File: src/rtl/rmt_pkg.sv
package rmt_pkg;
  // True when register b is a narrower field nested inside register a.
  function automatic logic is_sub(input int a, input int b, input int lv);
    if (a <= 0 || b <= 0) return 1'b0;
    return ((a - 1) / lv == (b - 1) / lv) && ((b - 1) % lv > (a - 1) % lv);
  endfunction
endpackage

File: src/rtl/rmt_alias.sv
module rmt_alias #(
  parameter int NUM_REGS = 13,
  parameter int LEVELS   = 3,
  parameter int ID_W     = 4
) (
  input  logic [ID_W-1:0]     id,
  output logic [NUM_REGS-1:0] sub_m,
  output logic [NUM_REGS-1:0] sup_m
);
  for (genvar i = 0; i < NUM_REGS; i++) begin : g_ent
    assign sub_m[i] = rmt_pkg::is_sub(int'(id), i, LEVELS);
    assign sup_m[i] = rmt_pkg::is_sub(i, int'(id), LEVELS);
  end
endmodule

File: src/rtl/rmt_table.sv
module rmt_table #(
  parameter int NUM_REGS = 13,
  parameter int ID_W     = 4,
  parameter int TAG_W    = 4,
  localparam int NTAGS   = 1 << TAG_W
) (
  input  logic                clk,
  input  logic                rst,
  input  logic                wr_en,
  input  logic [ID_W-1:0]     wr_reg,
  input  logic [TAG_W-1:0]    wr_tag,
  input  logic                wr_full,
  input  logic [NUM_REGS-1:0] wr_sub,
  input  logic [NUM_REGS-1:0] wr_sup,
  input  logic                rel_en,
  input  logic [ID_W-1:0]     rel_reg,
  input  logic [TAG_W-1:0]    rel_tag,
  input  logic                rel_full,
  input  logic [NUM_REGS-1:0] rel_sub,
  input  logic [NUM_REGS-1:0] rel_sup,
  input  logic [ID_W-1:0]     lk_reg,
  input  logic [NUM_REGS-1:0] lk_sub,
  output logic                rel_hit,
  output logic [NTAGS-1:0]    lk_deps
);
  logic [TAG_W-1:0] map_q [NUM_REGS];
  logic [TAG_W-1:0] map_d [NUM_REGS];
  logic [NTAGS-1:0] deps_d;

  always_comb begin
    rel_hit = 1'b0;
    for (int i = 0; i < NUM_REGS; i++)
      if (rel_en && rel_reg == ID_W'(i) && map_q[i] != '0) rel_hit = 1'b1;
  end

  always_comb begin
    for (int i = 0; i < NUM_REGS; i++) begin
      map_d[i] = map_q[i];
      if (rel_hit && map_q[i] == rel_tag &&
          (rel_reg == ID_W'(i) || rel_sub[i] || (rel_full && rel_sup[i])))
        map_d[i] = '0;
      if (wr_en && (wr_reg == ID_W'(i) || wr_sub[i] || (wr_full && wr_sup[i])))
        map_d[i] = wr_tag;
    end
  end

  always_comb begin
    deps_d = '0;
    for (int i = 0; i < NUM_REGS; i++)
      if ((lk_reg == ID_W'(i) || lk_sub[i]) && map_q[i] != '0)
        deps_d[map_q[i]] = 1'b1;
  end

  always_ff @(posedge clk) begin
    if (rst) begin
      for (int i = 0; i < NUM_REGS; i++) map_q[i] <= '0;
      lk_deps <= '0;
    end else begin
      for (int i = 0; i < NUM_REGS; i++) map_q[i] <= map_d[i];
      lk_deps <= deps_d;
    end
  end
endmodule

File: src/rtl/rmt_count.sv
module rmt_count #(
  parameter int CNT_W     = 8,
  parameter int POOL_SIZE = 6
) (
  input  logic             clk,
  input  logic             rst,
  input  logic             inc,
  input  logic             dec,
  input  logic             chk_valid,
  input  logic [CNT_W-1:0] chk_n,
  output logic             chk_ok,
  output logic [CNT_W-1:0] used_q,
  output logic [CNT_W-1:0] peak_q,
  output logic [CNT_W-1:0] total_q,
  output logic [CNT_W-1:0] pool_q
);
  logic             dec_ok;
  logic [CNT_W-1:0] eff_pool;
  logic [CNT_W:0]   need;
  logic             ok_d;

  assign dec_ok   = dec && used_q != '0;
  assign eff_pool = (chk_n > pool_q) ? chk_n : pool_q;
  assign need     = {1'b0, chk_n} + {1'b0, used_q};
  assign ok_d     = (pool_q == '0) || (need <= {1'b0, eff_pool});

  always_ff @(posedge clk) begin
    if (rst) begin
      used_q  <= '0;
      peak_q  <= '0;
      total_q <= '0;
      pool_q  <= CNT_W'(POOL_SIZE);
      chk_ok  <= 1'b0;
    end else begin
      if (inc && !dec_ok)      used_q <= used_q + 1'b1;
      else if (!inc && dec_ok) used_q <= used_q - 1'b1;
      if (inc) total_q <= total_q + 1'b1;
      if (inc && used_q == peak_q) peak_q <= peak_q + 1'b1;
      if (chk_valid) begin
        chk_ok <= ok_d;
        if (pool_q != '0 && chk_n > pool_q) pool_q <= chk_n;
      end
    end
  end
endmodule

File: src/rtl/rename_map_tracker.sv
module rename_map_tracker #(
  parameter int GROUPS    = 4,
  parameter int LEVELS    = 3,
  parameter int TAG_W     = 4,
  parameter int CNT_W     = 8,
  parameter int POOL_SIZE = 6,
  localparam int NUM_REGS = GROUPS * LEVELS + 1,
  localparam int ID_W     = $clog2(NUM_REGS),
  localparam int NTAGS    = 1 << TAG_W
) (
  input  logic             clk,
  input  logic             rst,
  input  logic             wr_valid,
  input  logic [ID_W-1:0]  wr_reg,
  input  logic [TAG_W-1:0] wr_tag,
  input  logic             wr_full,
  input  logic             rel_valid,
  input  logic [ID_W-1:0]  rel_reg,
  input  logic [TAG_W-1:0] rel_tag,
  input  logic             rel_full,
  input  logic [ID_W-1:0]  lk_reg,
  output logic [NTAGS-1:0] lk_deps,
  input  logic             chk_valid,
  input  logic [CNT_W-1:0] chk_n,
  output logic             chk_ok,
  output logic [CNT_W-1:0] used_count,
  output logic [CNT_W-1:0] peak_count,
  output logic [CNT_W-1:0] created_count,
  output logic [CNT_W-1:0] pool_size
);
  logic [NUM_REGS-1:0] wr_sub, wr_sup, rel_sub, rel_sup, lk_sub, lk_sup;
  logic wr_en, rel_en, rel_hit;

  assign wr_en  = wr_valid && wr_reg != '0 && wr_tag != '0 &&
                  int'(wr_reg) < NUM_REGS;
  assign rel_en = rel_valid && rel_reg != '0 && int'(rel_reg) < NUM_REGS;

  rmt_alias #(.NUM_REGS(NUM_REGS), .LEVELS(LEVELS), .ID_W(ID_W)) u_al_wr (
    .id(wr_reg), .sub_m(wr_sub), .sup_m(wr_sup));
  rmt_alias #(.NUM_REGS(NUM_REGS), .LEVELS(LEVELS), .ID_W(ID_W)) u_al_rel (
    .id(rel_reg), .sub_m(rel_sub), .sup_m(rel_sup));
  rmt_alias #(.NUM_REGS(NUM_REGS), .LEVELS(LEVELS), .ID_W(ID_W)) u_al_lk (
    .id(lk_reg), .sub_m(lk_sub), .sup_m(lk_sup));

  rmt_table #(.NUM_REGS(NUM_REGS), .ID_W(ID_W), .TAG_W(TAG_W)) u_table (
    .clk(clk), .rst(rst),
    .wr_en(wr_en), .wr_reg(wr_reg), .wr_tag(wr_tag), .wr_full(wr_full),
    .wr_sub(wr_sub), .wr_sup(wr_sup),
    .rel_en(rel_en), .rel_reg(rel_reg), .rel_tag(rel_tag), .rel_full(rel_full),
    .rel_sub(rel_sub), .rel_sup(rel_sup),
    .lk_reg(lk_reg), .lk_sub(lk_sub),
    .rel_hit(rel_hit), .lk_deps(lk_deps));

  rmt_count #(.CNT_W(CNT_W), .POOL_SIZE(POOL_SIZE)) u_count (
    .clk(clk), .rst(rst), .inc(wr_en), .dec(rel_hit),
    .chk_valid(chk_valid), .chk_n(chk_n), .chk_ok(chk_ok),
    .used_q(used_count), .peak_q(peak_count), .total_q(created_count),
    .pool_q(pool_size));

  // Super-register mask of lookups is not needed.
  logic unused_lk;
  assign unused_lk = ^lk_sup;
endmodule

File: config.mk
export PLATFORM = sky130hd
export DESIGN_NAME = rename_map_tracker
export DESIGN_NICKNAME = d
export VERILOG_FILES = /design/src/rtl/rmt_pkg.sv /design/src/rtl/rmt_alias.sv /design/src/rtl/rmt_table.sv /design/src/rtl/rmt_count.sv /design/src/rtl/rename_map_tracker.sv
export SDC_FILE = /design/constraint.sdc
export NUM_CORES = 1
export LEC_CHECK = 0
export ABC_AREA = 1
export BUFFER_PORTS_ARGS = -buffer_cell sky130_fd_sc_hd__buf_4
export CORE_MARGIN = 2
export CORE_UTILIZATION = 55
export CTS_CLUSTER_DIAMETER = 50
export DETAILED_ROUTE_END_ITERATION = 6
export PLACE_DENSITY_LB_ADDON = 0.2
export REMOVE_ABC_BUFFERS = 1
export SKIP_CTS_REPAIR_TIMING = 1
export SLEW_MARGIN = 25
export SYNTH_ARGS = -nofsm -noshare
export SYNTH_HDL_FRONTEND = slang
export SYNTH_SLANG_ARGS = --single-unit
File: constraint.sdc
create_clock -name clk -period 9.48 [get_ports clk]
set_input_delay 2.37 -clock clk [delete_from_list [all_inputs] [get_ports clk]]
set_output_delay 2.37 -clock clk [all_outputs]
set_load 0.005 [all_outputs]
# Yosys cells after proc, flatten, opt, wreduce, memory -nomap -nowiden
# Memories as Yosys holds them, arrays and structs flattened.
# Index checks and enable logic that the tools add are counted.
dict set report totals {
  wordCells 597
  mem_count 1
  out_inout_bits 49
  reg_bits 49
  latchBits 0
  rom_bits 0
  mem_bits_rw 52
}
# name depth word_bits read_ports rd_ports_with_merged_regs wr line
set memory_table {}
lappend memory_table {u_table.map_q 13 4 13 0 13 rmt_table.sv:26} ;# logic [TAG_W-1:0] map_q [NUM_REGS];
dict set report classes {
  shifts 0
  eq_ne 65
  div 6
  n_addsub 8
  reduce_logical 275
  magnitude_cmp 48
  bitwise 25
  n_mux 163
  multipliers 0
}
# op n
set op_table {}
lappend op_table {{$mux 16} 13}
lappend op_table {{$eq 32x3->1 const B} 6}
lappend op_table {{$or 16x16->16} 12}
lappend op_table {{$logic_and 1x1->1} 185}
lappend op_table {{$mux 4} 39}
lappend op_table {{$eq 3x32->1 const A} 4}
lappend op_table {{$div 32x3->32 const B} 3}
lappend op_table {{$eq 32x2->1 const B} 3}
lappend op_table {{$gt 1x32->1 const A} 3}
lappend op_table {{$gt 2x32->1 const A} 3}
lappend op_table {{$gt 3x32->1 const A} 3}
lappend op_table {{$logic_not 32->1} 3}
lappend op_table {{$mod 32x3->32 const B} 3}
lappend op_table {{$mux 1} 95}
lappend op_table {{$lt 4x5->1 const B} 13}
lappend op_table {{$eq 2x32->1 const A} 2}
lappend op_table {{$gt 32x1->1 const B} 2}
lappend op_table {{$gt 32x2->1 const B} 2}
lappend op_table {{$gt 32x3->1 const B} 2}
lappend op_table {{$reduce_bool 4->1} 16}
lappend op_table {{$logic_or 1x1->1} 61}
lappend op_table {{$eq 4x4->1 const B} 15}
lappend op_table {{$demux 1 s4} 13}
lappend op_table {{$eq 4x4->1} 13}
lappend op_table {{21 further kinds} 76}

# Longest topological paths before layout
dict set report depth {
  depth_word 30
  mapped_depth 42
  depth_no_buf 42
}

# Modules after synthesis
# Synthesis repeated with hierarchy kept, for this count alone.
dict set report unflattened {
  hier_cells 2086
  hier_area_um2 12300.5
}
# mod area_per_inst_um2 cells_each n_inst
set by_module_without_submodules {}
lappend by_module_without_submodules {rmt_table 6137.1 1052 1}
lappend by_module_without_submodules {rmt_count 2617.5 386 1}
lappend by_module_without_submodules {{rmt_alias (u_al_lk ...)} 1129.8 204 2}
lappend by_module_without_submodules {{rmt_alias (u_al_wr)} 1198.6 218 1}
lappend by_module_without_submodules {rename_map_tracker 87.6 22 1}

# Worst setup path after synthesis
# No wires, ideal clock.
dict set report synth_timing {
  path_kind {input to register}
  startpoint {input port wr_reg[0]}
  endpoint {memory u_table.map_q[10][0]}
  setup_ps 71
  arrival_ps 7150
  path_stages 36
  path_buffers 1
  setup_slack_ps 2259
  cell_sequence {inv_2 ha_1 nand2_1 o21ai_2 inv_1 ha_1 inv_1 nor2_1 nor2_1 inv_1 ha_1 inv_1 nand2_4 nor2_8 xnor2_1 ha_1 inv_1 nand3_2 nor2_4 buf_8 xor2_4 ha_1 o21ai_2 inv_1 nor2_1 nand4_1 nor2_2 inv_1 ha_1 a21oi_1 o31ai_1 nand2_1 inv_1 a41oi_1 nand2_1 a21oi_1}
}
# item line
set synth_rtl {}
lappend synth_rtl {{start: declaration} rename_map_tracker.sv:14} ;# input logic [ID_W-1:0] wr_reg,
lappend synth_rtl {{end: declaration} rmt_table.sv:26}

==> results.txt <==
----------------------------------------------------
[Status]
  Run status ... complete, no violations

[Placement]
  Count of buffers inserted at the top-level ports ... a little over 80
  Routability cong. ... 1.03
  Sum of net half-perimeters after detailed placement ... 27.4 mm
  Post-place setup slack ... 1.16 ns
  Placed Cells incl. Taps ... approximately 2200

[Worst hold path]
  Source of the worst hold timing path ... u_count.total_q[6]$_SDFFE_PP0P_
  Number of cells traversed by the worst hold path ... 2
  Hold crit path type ... reg2reg
  Endpoint, Worst Hold ... u_count.total_q[6]$_SDFFE_PP0P_

[Route]
  Vias per cell ... about 5.6
  Vias post-DR ... 12200
  Violation count after the first detailed-route iteration ... between 1000 and 1500
  Initial DRT Pass Iterations ... 7
  Mean routed wirelength per cell ... 15.3 um
  DRC violation count after routing ... 0
  Total wire length ... 33.6 mm
  Number of nets with antenna violations after detailed routing ... 0

[Final layout]
  Filler-free cell count of the finished design ... 2200
  Area delta synth->final ... 8.93%
  Fraction of final layout cells with drive strength greater than 1 ... 10.9%
  N_diodes ... 0
  Final #Nets ... 2032
  Count of fill cells added during filler insertion ... around 2000

[Power]
  Logic gate share of total power ... approximately half
  IR Drop Worst-Case VDD ... between 0.00009 and 0.0001 V
  Clk network pwr share ... 21.4%
  Pint ... between 0.0009 and 0.001 W
  LEAKAGE ... ~6 nW
  Areal power density over the cells ... 138 mW/mm2
  Switching Power ... approximately 0.00075 W
  Switching part of the total power ... a little under half
  Sequential Power Share ... between 20% and 30%

[Worst setup path]
  Critical path's largest stage delay ... about 0.35 ns
  Cell at the slowest stage of the critical path ... sky130_fd_sc_hd__nor2_4
  R2R Setup Slk ... ~5 ns
  Start of the worst register-to-register path ... u_table.map_q[7][2]$_SDFFE_PP0P_
  Crit-path max FO ... 12
  Type of destination of the critical path ... flop
  Crit path kind ... in2reg
  Most Frequent Cell on Critical Path ... sky130_fd_sc_hd__inv_1
  Destination of the worst register-to-register timing path ... u_count.used_q[7]$_SDFFE_PP0P_
  Critical path launch point type ... primary input
  Worst reg2reg path depth ... 27
  Worst endpoint required time ... approximately 10 ns
  Worst path arrival time ... 8.30 ns

[Clocking]
  Total CTS buffers ... 9
  Cell at the root of the clock tree ... sky130_fd_sc_hd__clkbuf_16
  CTS max path bufs ... 2
  Clock input transition at the sequential cells of the worst setup and hold paths ... about 0.07 ns
  CTS tree ... built
  Clk Latency, worst-skew pair ... roughly 0.36 ns
  Number of clock sinks ... 101
  H-tree depth reported by CTS ... 3

[Job]
  Number of max-capacitance violations reported ... 0

[Synthesis]
  Synth Warn # ... 0
  Sequential share of the synthesized area ... 18.4%
  Instance count of the mapped netlist ... around 1900
  Register bit count reported by yosys ... 101
  Mapped Avg Cell Area ... around 5.8 um2
  Netlist cell types ... 61
  Mapped Area ... 0.0110 mm2

[Timing]
  Shortest period the worst path allows ... ~8 ns
  Final setup vio count ... 0
  Fin. max-slew vios ... 0
  Final sum of negative setup slack ... 0 ns
  Setup repair after global routing missed its margin ... no
  Max-Slew Margin vs Limit ... between 30 and 40%
  Slew at the pin closest to its max-slew limit ... ~0.98 ns
  Final-report hold violation count ... 0
  Crit path setup slack, layout ... approximately 1.5 ns
  Worst clock skew ... between 0.01 and 0.015 ns
  Highest achievable clock rate ... ~120 MHz
  Final critical-path share of the clock period ... 84.6%

[Floorplanning]
  Std-Cell Rows ... between 50 and 60
  Top-level port count ... 84
  Vertical die dimension ... 145 um
  Area enclosed by the die boundary ... 0.0212 mm2
  Initial standard-cell utilization of the core ... between 50 and 60%
  Standard cell core area ... roughly 0.020 mm2
  Horiz. Die Dim ... between 100 and 150 um

[Global route]
  Via count of the first global-routing pass ... 11000
  Global route overflow ... 0
  Antenna violations before repair ... 0
  Wire length of the first global-routing pass ... between 50 and 60 mm
  Largest net degree at the start of global routing ... 71
  Global router's overall resource usage ... a little under a third

----------------------------------------------------
-- per-stage QoR --
step	cell area [um2]	utilization (%)	hold WS [ns]	power [W]
6_report	12000	61.4	0.500	0.00165
3_3_place_gp	11700	60.0	0.481	0.00128
2_1_floorplan	10800	-	0.463	0.00109
5_1_grt	12000	61.4	0.533	0.00179
3_5_place_dp	11700	60.0	0.485	0.00130
4_1_cts	12000	61.4	0.496	0.00165
-- worst max path at each step --
stage	slack [ns]	cells past startpoint	endpoint	startpoint
2_1_floorplan	2.02	35	u_table.map_q[10][0]$_SDFFE_PP0P_	wr_reg[0]
3_3_place_gp	1.46	36	u_table.map_q[7][1]$_SDFFE_PP0P_	wr_reg[0]
3_5_place_dp	1.16	35	u_table.map_q[7][2]$_SDFFE_PP0P_	wr_reg[0]
4_1_cts	1.53	35	u_table.map_q[10][3]$_SDFFE_PP0P_	wr_reg[0]
5_1_grt	0.93	35	u_table.map_q[7][3]$_SDFFE_PP0P_	wr_reg[0]
6_report	1.46	35	u_table.map_q[7][3]$_SDFFE_PP0P_	wr_reg[0]
-- power by group through the flow --
stage	logic, W	clock network [W]	registers (W)
3_3_place_gp	0.000780	0	0.000499
3_5_place_dp	0.000798	0	0.000499
4_1_cts	0.000802	0.000359	0.000489
2_1_floorplan	0.000601	0	0.000487
6_report	0.000809	0.000354	0.000491
5_1_grt	0.000919	0.000380	0.000495
-- per-layer routing --
metal,part of all wire [%],vias up,GRT usage (%)
met5,0,-,0
met3,8.8,69,5.64
met1,43,5404,41.5
li1,-,6214,-
met2,44,527,50.7
met4,3.9,0,13.3
-- cells in the mapped netlist (all sizes together) --
cell     number  area [um2]
nand2       499        1970
inv         265         997
nor2        255        1050
nand3       251        1340
a21oi       106         534
dfxtp       101        2020
o21ai        87         499
ha           65         813
nand4        45         297
xor2         45         420
clkbuf       27         101
buf          24         159
nor4         23         144
nor3         20         100
xnor2        10        87.6
a31oi         6        37.5
and3          6        37.5
nand3b        6        45.0
o211ai        6        45.0
clkinv        5        20.0
o31ai         5        37.5
or2           4        25.0
o21bai        3        33.8
a21boi        2        18.8
a21o          2        15.0
a221oi        2        17.5
a41oi         2        17.5
fa            2        40.0
o22ai         2        12.5
a2111oi       1        8.76
a211oi        1        7.51
a31o          1        8.76
conb          1        3.75
o2111ai       1        8.76
o21a          1        7.51
o221ai        1        8.76
o32ai         1        8.76
or4           1        7.51
-- sequential cells by signal (all words and copies together) (netlist names) --
register	count
u_table.map_q	52
u_table.lk_deps	16
u_count.peak_q	8
u_count.pool_q	8
u_count.total_q	8
u_count.used_q	8
u_count.chk_ok	1
-- cells in the final DEF (no fill, tap or decap), types with 3 or more instances in the layout --
cell,n
sky130_fd_sc_hd__nand2_1,463
sky130_fd_sc_hd__nor2_1,243
sky130_fd_sc_hd__inv_1,241
sky130_fd_sc_hd__nand3_1,237
sky130_fd_sc_hd__a21oi_1,105
sky130_fd_sc_hd__dfxtp_1,101
sky130_fd_sc_hd__buf_4,85
sky130_fd_sc_hd__ha_1,65
sky130_fd_sc_hd__o21ai_0,59
sky130_fd_sc_hd__nand4_1,44
sky130_fd_sc_hd__xor2_1,43
sky130_fd_sc_hd__nand2_2,34
sky130_fd_sc_hd__nor4_1,23
sky130_fd_sc_hd__inv_2,22
sky130_fd_sc_hd__nor3_1,20
sky130_fd_sc_hd__o21ai_2,14
sky130_fd_sc_hd__o21ai_1,13
sky130_fd_sc_hd__nand3_2,12
sky130_fd_sc_hd__xnor2_1,10
sky130_fd_sc_hd__clkbuf_16,9
sky130_fd_sc_hd__nor2_4,7
sky130_fd_sc_hd__o211ai_1,6
sky130_fd_sc_hd__a31oi_1,6
sky130_fd_sc_hd__nand3b_1,6
sky130_fd_sc_hd__and3_1,6
sky130_fd_sc_hd__o31ai_1,5
sky130_fd_sc_hd__clkinv_1,5
sky130_fd_sc_hd__or2_2,4
sky130_fd_sc_hd__nor2_2,3
sky130_fd_sc_hd__inv_6,3
-- area by class of cell --
type | instances | area, um2 | share of cell area (%)
tap | 265 | 332 | 2.76
sequential | 101 | 2020 | 16.9
inverter | 270 | 1020 | 8.48
timing repair buffer | 85 | 638 | 5.32
clock inverter | 5 | 41.3 | 0.344
multi-input combinational | 1463 | 7710 | 64.3
clock buffer | 11 | 233 | 1.94
-- worst max-delay path: cells and delay by family --
family | cells | cell delay [ns]
AOI/OAI and AO/OA | 6 | 1.28
xor gates and xnor gates | 2 | 0.38
and+or+nand+nor | 12 | 1.84
adders and majority gates | 6 | 1.49
buffers and inverters | 9 | 0.94
-- cell families after synthesis --
family,Yosys count,share of synthesized area (%)
AOI/OAI and AO/OA,230,12.1
xor gates and xnor gates,55,4.61
adders and majority gates,67,7.75
buffers and inverters,321,11.6
DFF,101,18.4
other,1,0.0341
and+or+nand+nor,1110,45.6
(Power assumes the default switching activity.)
